--- src/rtl/prt_pkg.sv ---
// Shared types for the peripheral ready status tracker.
package prt_pkg;

    // Recovery sequencer states; the ready flag is 1 only in ST_IDLE_READY.
    typedef enum logic [2:0] {
        ST_NOT_READY  = 3'd0,
        ST_WAIT_POWER = 3'd1,
        ST_WAIT_CLOCK = 3'd2,
        ST_WAIT_RESET = 3'd3,
        ST_IDLE_READY = 3'd4
    } prt_state_e;

endpackage

--- src/rtl/prt_edge_detect.sv ---
// Trigger-event detector for all instances.
// Keeps the previous value of each control bit and flags a rising power-enable,
// any change of clock-enable, or a rising software-reset in the current cycle.
// Assumes the control bits are synchronous to clk.
module prt_edge_detect #(
    parameter int NUM_INST = 4
) (
    input  logic                clk,
    input  logic                rst_n,
    input  logic [NUM_INST-1:0] pwr_en_i,
    input  logic [NUM_INST-1:0] clk_en_i,
    input  logic [NUM_INST-1:0] sw_rst_i,
    output logic [NUM_INST-1:0] evt_o
);

    logic [NUM_INST-1:0] pwr_q;
    logic [NUM_INST-1:0] cken_q;
    logic [NUM_INST-1:0] srst_q;

    // Capture last-cycle control values; cleared by reset.
    always_ff @(posedge clk) begin
        if (!rst_n) begin
            pwr_q  <= '0;
            cken_q <= '0;
            srst_q <= '0;
        end else begin
            pwr_q  <= pwr_en_i;
            cken_q <= clk_en_i;
            srst_q <= sw_rst_i;
        end
    end

    // Combine the three per-instance event kinds.
    always_comb begin
        evt_o = (pwr_en_i & ~pwr_q) | (clk_en_i ^ cken_q) | (sw_rst_i & ~srst_q);
    end

endmodule

--- src/rtl/prt_seq.sv ---
// Per-instance recovery sequencer.
// After a trigger event it waits for power, then clock, then reset completion,
// and raises ready only once all three acknowledges are high together.
// Assumes acknowledges are synchronous and level-held by the domain logic.
module prt_seq
    import prt_pkg::*;
(
    input  logic clk,
    input  logic rst_n,
    input  logic evt_i,
    input  logic clk_en_i,
    input  logic pwr_ack_i,
    input  logic clk_ack_i,
    input  logic rst_done_i,
    output logic ready_o
);

    prt_state_e state_q;
    prt_state_e state_d;
    logic       all_ack;

    // All three domain conditions confirmed.
    always_comb begin
        all_ack = pwr_ack_i & clk_ack_i & rst_done_i;
    end

    // Next-state selection: clock-off and new events override the wait chain.
    always_comb begin
        state_d = state_q;
        if (!clk_en_i) begin
            state_d = ST_NOT_READY;
        end else if (evt_i) begin
            state_d = ST_WAIT_POWER;
        end else begin
            case (state_q)
                ST_NOT_READY:  state_d = ST_WAIT_POWER;
                ST_WAIT_POWER: if (pwr_ack_i) state_d = ST_WAIT_CLOCK;
                ST_WAIT_CLOCK: begin
                    if (!pwr_ack_i)     state_d = ST_WAIT_POWER;
                    else if (clk_ack_i) state_d = ST_WAIT_RESET;
                end
                ST_WAIT_RESET: begin
                    if (!pwr_ack_i)      state_d = ST_WAIT_POWER;
                    else if (!clk_ack_i) state_d = ST_WAIT_CLOCK;
                    else if (rst_done_i) state_d = ST_IDLE_READY;
                end
                ST_IDLE_READY: if (!all_ack) state_d = ST_WAIT_POWER;
                default:       state_d = ST_NOT_READY;
            endcase
        end
    end

    // State register; reset leaves the instance not ready.
    always_ff @(posedge clk) begin
        if (!rst_n) state_q <= ST_NOT_READY;
        else        state_q <= state_d;
    end

    // Ready flag decoded from the settled state.
    always_comb begin
        ready_o = (state_q == ST_IDLE_READY);
    end


    evt_clears_ready_chk: assert property (@(posedge clk) disable iff (!rst_n)
        evt_i |=> !ready_o);


    clk_off_not_ready_chk: assert property (@(posedge clk) disable iff (!rst_n)
        !clk_en_i |=> !ready_o);


    rise_needs_acks_chk: assert property (@(posedge clk) disable iff (!rst_n)
        $rose(ready_o) |-> $past(pwr_ack_i && clk_ack_i && rst_done_i));


    ack_loss_drops_chk: assert property (@(posedge clk) disable iff (!rst_n)
        (ready_o && !all_ack) |=> !ready_o);

endmodule

--- src/rtl/prt_status_port.sv ---
// Read-only status word assembly.
// Places instance n's flag at bit n and zero-fills the rest; the write port is
// accepted but never stored. Assumes NUM_INST <= WORD_W.
module prt_status_port #(
    parameter int NUM_INST = 4,
    parameter int WORD_W   = 32
) (
    input  logic                clk,
    input  logic                rst_n,
    input  logic [NUM_INST-1:0] flags_i,
    input  logic                wr_en_i,
    input  logic [WORD_W-1:0]   wr_data_i,
    output logic [WORD_W-1:0]   status_o
);

    localparam int PAD_W = WORD_W - NUM_INST;

    generate
        if (PAD_W > 0) begin : g_pad
            // Flags in the low bits, constant zero above.
            always_comb begin
                status_o = {{PAD_W{1'b0}}, flags_i};
            end
        end else begin : g_nopad
            // Flags fill the whole word.
            always_comb begin
                status_o = flags_i;
            end
        end
    endgenerate


    write_ignored_chk: assert property (@(posedge clk) disable iff (!rst_n)
        ($past(wr_en_i) && ($past(wr_data_i) != $past(status_o)) && $stable(flags_i))
        |-> $stable(status_o));

endmodule

--- src/rtl/periph_ready_tracker.sv ---
// Peripheral ready status tracker, top level.
// Detects per-instance trigger events on the control bits, runs one recovery
// sequencer per instance and presents the flags in a read-only status word.
// Assumes all inputs are synchronous to clk; reset is synchronous active-low.
module periph_ready_tracker #(
    parameter int NUM_INST = 4,
    parameter int WORD_W   = 32
) (
    input  logic                clk,
    input  logic                rst_n,
    input  logic [NUM_INST-1:0] pwr_en_i,
    input  logic [NUM_INST-1:0] clk_en_i,
    input  logic [NUM_INST-1:0] sw_rst_i,
    input  logic [NUM_INST-1:0] pwr_ack_i,
    input  logic [NUM_INST-1:0] clk_ack_i,
    input  logic [NUM_INST-1:0] rst_done_i,
    input  logic                wr_en_i,
    input  logic [WORD_W-1:0]   wr_data_i,
    output logic [WORD_W-1:0]   status_o
);

    logic [NUM_INST-1:0] evt;
    logic [NUM_INST-1:0] ready;

    prt_edge_detect #(
        .NUM_INST (NUM_INST)
    ) edge_i (
        .clk      (clk),
        .rst_n    (rst_n),
        .pwr_en_i (pwr_en_i),
        .clk_en_i (clk_en_i),
        .sw_rst_i (sw_rst_i),
        .evt_o    (evt)
    );

    generate
        for (genvar g = 0; g < NUM_INST; g++) begin : g_inst
            prt_seq seq_i (
                .clk        (clk),
                .rst_n      (rst_n),
                .evt_i      (evt[g]),
                .clk_en_i   (clk_en_i[g]),
                .pwr_ack_i  (pwr_ack_i[g]),
                .clk_ack_i  (clk_ack_i[g]),
                .rst_done_i (rst_done_i[g]),
                .ready_o    (ready[g])
            );


            pwr_rise_clears_chk: assert property (@(posedge clk) disable iff (!rst_n)
                $rose(pwr_en_i[g]) |=> !status_o[g]);


            cken_change_clears_chk: assert property (@(posedge clk) disable iff (!rst_n)
                (clk_en_i[g] != $past(clk_en_i[g])) |=> !status_o[g]);
        end
    endgenerate

    prt_status_port #(
        .NUM_INST (NUM_INST),
        .WORD_W   (WORD_W)
    ) port_i (
        .clk       (clk),
        .rst_n     (rst_n),
        .flags_i   (ready),
        .wr_en_i   (wr_en_i),
        .wr_data_i (wr_data_i),
        .status_o  (status_o)
    );


    reset_clears_chk: assert property (@(posedge clk)
        !rst_n |=> (status_o == '0));


    upper_zero_chk: assert property (@(posedge clk) disable iff (!rst_n)
        (status_o >> NUM_INST) == '0);

endmodule

--- config.mk ---
export PLATFORM = sky130hd
export DESIGN_NAME = periph_ready_tracker
export DESIGN_NICKNAME = d
export VERILOG_FILES = /design/src/rtl/prt_pkg.sv /design/src/rtl/prt_edge_detect.sv /design/src/rtl/prt_seq.sv /design/src/rtl/prt_status_port.sv /design/src/rtl/periph_ready_tracker.sv
export SDC_FILE = /design/constraint.sdc
export NUM_CORES = 1
export LEC_CHECK = 0
export BUFFER_PORTS_ARGS = -buffer_cell sky130_fd_sc_hd__buf_4
export CAP_MARGIN = 30
export CORE_MARGIN = 2
export CORE_UTILIZATION = 35
export DETAILED_ROUTE_END_ITERATION = 8
export PLACE_DENSITY = 0.71
export SLEW_MARGIN = 15
export SYNTH_ARGS = -nofsm -noshare
export SYNTH_HDL_FRONTEND = slang
export SYNTH_SLANG_ARGS = --single-unit
--- constraint.sdc ---
create_clock -name clk -period 2.8 [get_ports clk]
set_input_delay 0.14 -clock clk [delete_from_list [all_inputs] [get_ports clk]]
set_output_delay 0.14 -clock clk [all_outputs]
set_load 0.02 [all_outputs]
==> results.cfg <==
[critical_path]
crit_chain = nor2_1 -> and2_1 -> buf_4
slowest_stage = dfxtp_1
end_kind = output pin
crit_family = flip-flops
worstPathRequired_ns = 2.66
r2r_slack_ns = 1.53
cp-start-kind = flip-flop
critPathArrivalTime_ns = 1.23
cp_max_fo = 11
crit_buf_inv = 1
crit_type = flip-flop to output pin
slowest_delay_ns = 0.54

[job]
maxCapViolCount = 0

[global_route]
grt_pass1_vias = 990
overflow = 0
grt_usage_pct = 9.853
grt_pass1_wl_um = 4064
antenna_found_initial = 0
grt_max_degree = 15

[synthesis]
synthArstFlopShare_pct = 0
synth_compound_area_share_pct = 17.94
seq_area_frac_synth_pct = 31.17
synth_most_common_cell = buf_4
synth.distinct_cells = 36
synth_area_sq_um = 1541
syn_inst = 190
synth_xor_xnor_area_share_pct = 3.409
synth_edf_count = 0
synth_commonest_cells = buf_4, dfxtp_1, inv_1
yosys.area_share.simple_pct = 23.86
yosys.area_share.adder_pct = 0
synth_ff_type = dfxtp_1
postSynthRegisterBits = 24
yosysTopAreaCell = dfxtp_1
yosys-top-cells-area = dfxtp_1, buf_4, and2_1
yosys_warnings = 0
synth_top_area_share_pct = 31.17
synth_top_family_by_area = simple AND/OR/NAND/NOR gates
avgSynthCellArea_sq_um = 8.113
muxShareOfSynthArea_pct = 0

[clock_network]
clockBufferDepth = 2
cts-htree-levels = 1
clk_latency_ns = 0.26
cts-resized-gates = 0
cts_root_buf = clkbuf_8
clk_pin_slew_ns = 0.09
cts_tree = yes
hold_buffers = 0
clock-sinks = 24
numCtsBuffers = 3
post-cts-setup-buffer-count = 0

[run_status]
outcome = finished clean

[die]
row_count = 24
die_w_um = 70.37
die-area_sq_um = 4951
design.portCount = 91
die_y_um = 70.37
start_util_pct = 35.90
coreArea_sq_um = 4294

[cells_and_area]
n_fill_cell = 445
area_growth_pct = 10.55
final_nets = 270
drive_gt1_share_pct = 20.00
num_antenna_cells = 0
register_area_sq_um = 480.5
multi_input_area_sq_um = 802.0

[placement]
place_congestion = 0.7678
port-buffer-count = 29
place_hpwl_um = 1983

[min_path]
min-delay-path-class = primary input to flip-flop

[routing]
vias = 1210
wire_per_inst_um = 9.718
drtIter0Drc = 30
drc = 0
top_layer = met4
dr_wl_met3_um = 144
wl_met2_um = 1205
drt_wl_total_um = 2546
ant_nets = 0
routed_via_density = 4.618
drt-met1-wl_um = 1167
first_pass_iters = 4

[sta]
finalCritPeriodShare_pct = 49.08
drv_slew = 0
fin_crit_ns = 1.374
finalClockSkew_ns = 0.004235
max_clock_freq_mhz = 727.7
rsz0062_at_grt = no
final-setup-viol-count = 0
tns_ns = 0
final_hold_viol_count = 0

[power]
ir_drop_mv = 0.2186
leakagePower_nw = 0.7105
power_uw = 793.3
p_per_area_nw_per_um2 = 465.5
==> cells by family (layout without fill, tap and decap cells) <==
family / Yosys count / after routing
DFF: 24 / 24
buffers and inverters: 58 / 51
and+or+nand+nor: 63 / 63
AOI/OAI and AO/OA: 38 / 38
other: 1 / 28
xor gates and xnor gates: 6 / 6
==> power by group <==
part	switching (mW)	total, mW	internal [mW]
logic	0.0789	0.128	0.0490
registers	0.00848	0.363	0.354
clock network	0.112	0.303	0.191
==> sequential cells by signal, summed over array words and instances (netlist names) <==
register and flops:
edge_i.pwr_q 4, edge_i.cken_q 4, g_inst.seq_i.state_q 12, edge_i.srst_q 4
==> stage by stage <==
stage	setup slack [ns]	instance area, sq um	hold WS [ns]	cells	utilization [%]
after floorplan	1.695	1643	0.2617	217	-
after global placement	1.545	1633	0.3551	258	38.02
after detailed placement	1.535	1633	0.3584	258	38.02
after CTS	1.410	1704	0.07153	262	39.69
after global routing	1.349	1704	0.07804	262	39.69
final	1.426	1704	0.08034	262	39.69
==> worst reg2reg max path, delay by kind of cell, from the launching register on <==
family,cells,cell delay [ns]
DFF,1,0.54
AOI/OAI and AO/OA,3,0.52
and+or+nand+nor,1,0.12
==> area by class of cell <==
| cell class | instances | share of cell area [%] |
|---|---|---|
| Sequential cell | 24 | 28.19 |
| Clock buffer | 3 | 2.423 |
| Multi-Input combinational cell | 135 | 47.06 |
| Timing Repair Buffer | 29 | 12.78 |
| Clock inverter | 1 | 1.762 |
| Inverter | 18 | 3.965 |
| Tap cell | 52 | 3.818 |
==> placed cells by master (no fill, tap or decap), types with 6 or more instances in the layout <==
cell     Yosys  final
and2_1      12     12
dfxtp_1     24     24
nor2_1       9      9
a31oi_1      6      6
inv_1       17     17
conb_1       1     28
o21ai_0     14     14
buf_4       32     29
nand2_1     12     12
==> layer usage <==
metal  GRT usage (%)  up-vias
met1           12.87      546
met5               0        -
met3           2.309        2
met4           2.564        0
met2           16.25       32
li1                -      630
==> final timing paths <==
kind / to / from / cells after the start
hold / removal: edge_i.pwr_q[2]$_SDFF_PN0_ / pwr_en_i[2] / 2
hold reg to reg: g_inst[1].seq_i.state_q[1]$_SDFFE_PP0P_ / g_inst[1].seq_i.state_q[2]$_SDFFE_PP0P_ / 1
setup reg to reg: g_inst[0].seq_i.state_q[2]$_SDFFE_PP0P_ / g_inst[0].seq_i.state_q[1]$_SDFFE_PP0P_ / 4
setup / recovery: status_o[0] / g_inst[0].seq_i.state_q[1]$_SDFFE_PP0P_ / 3
No activity file was read; power rests on OpenSTA's default activity.
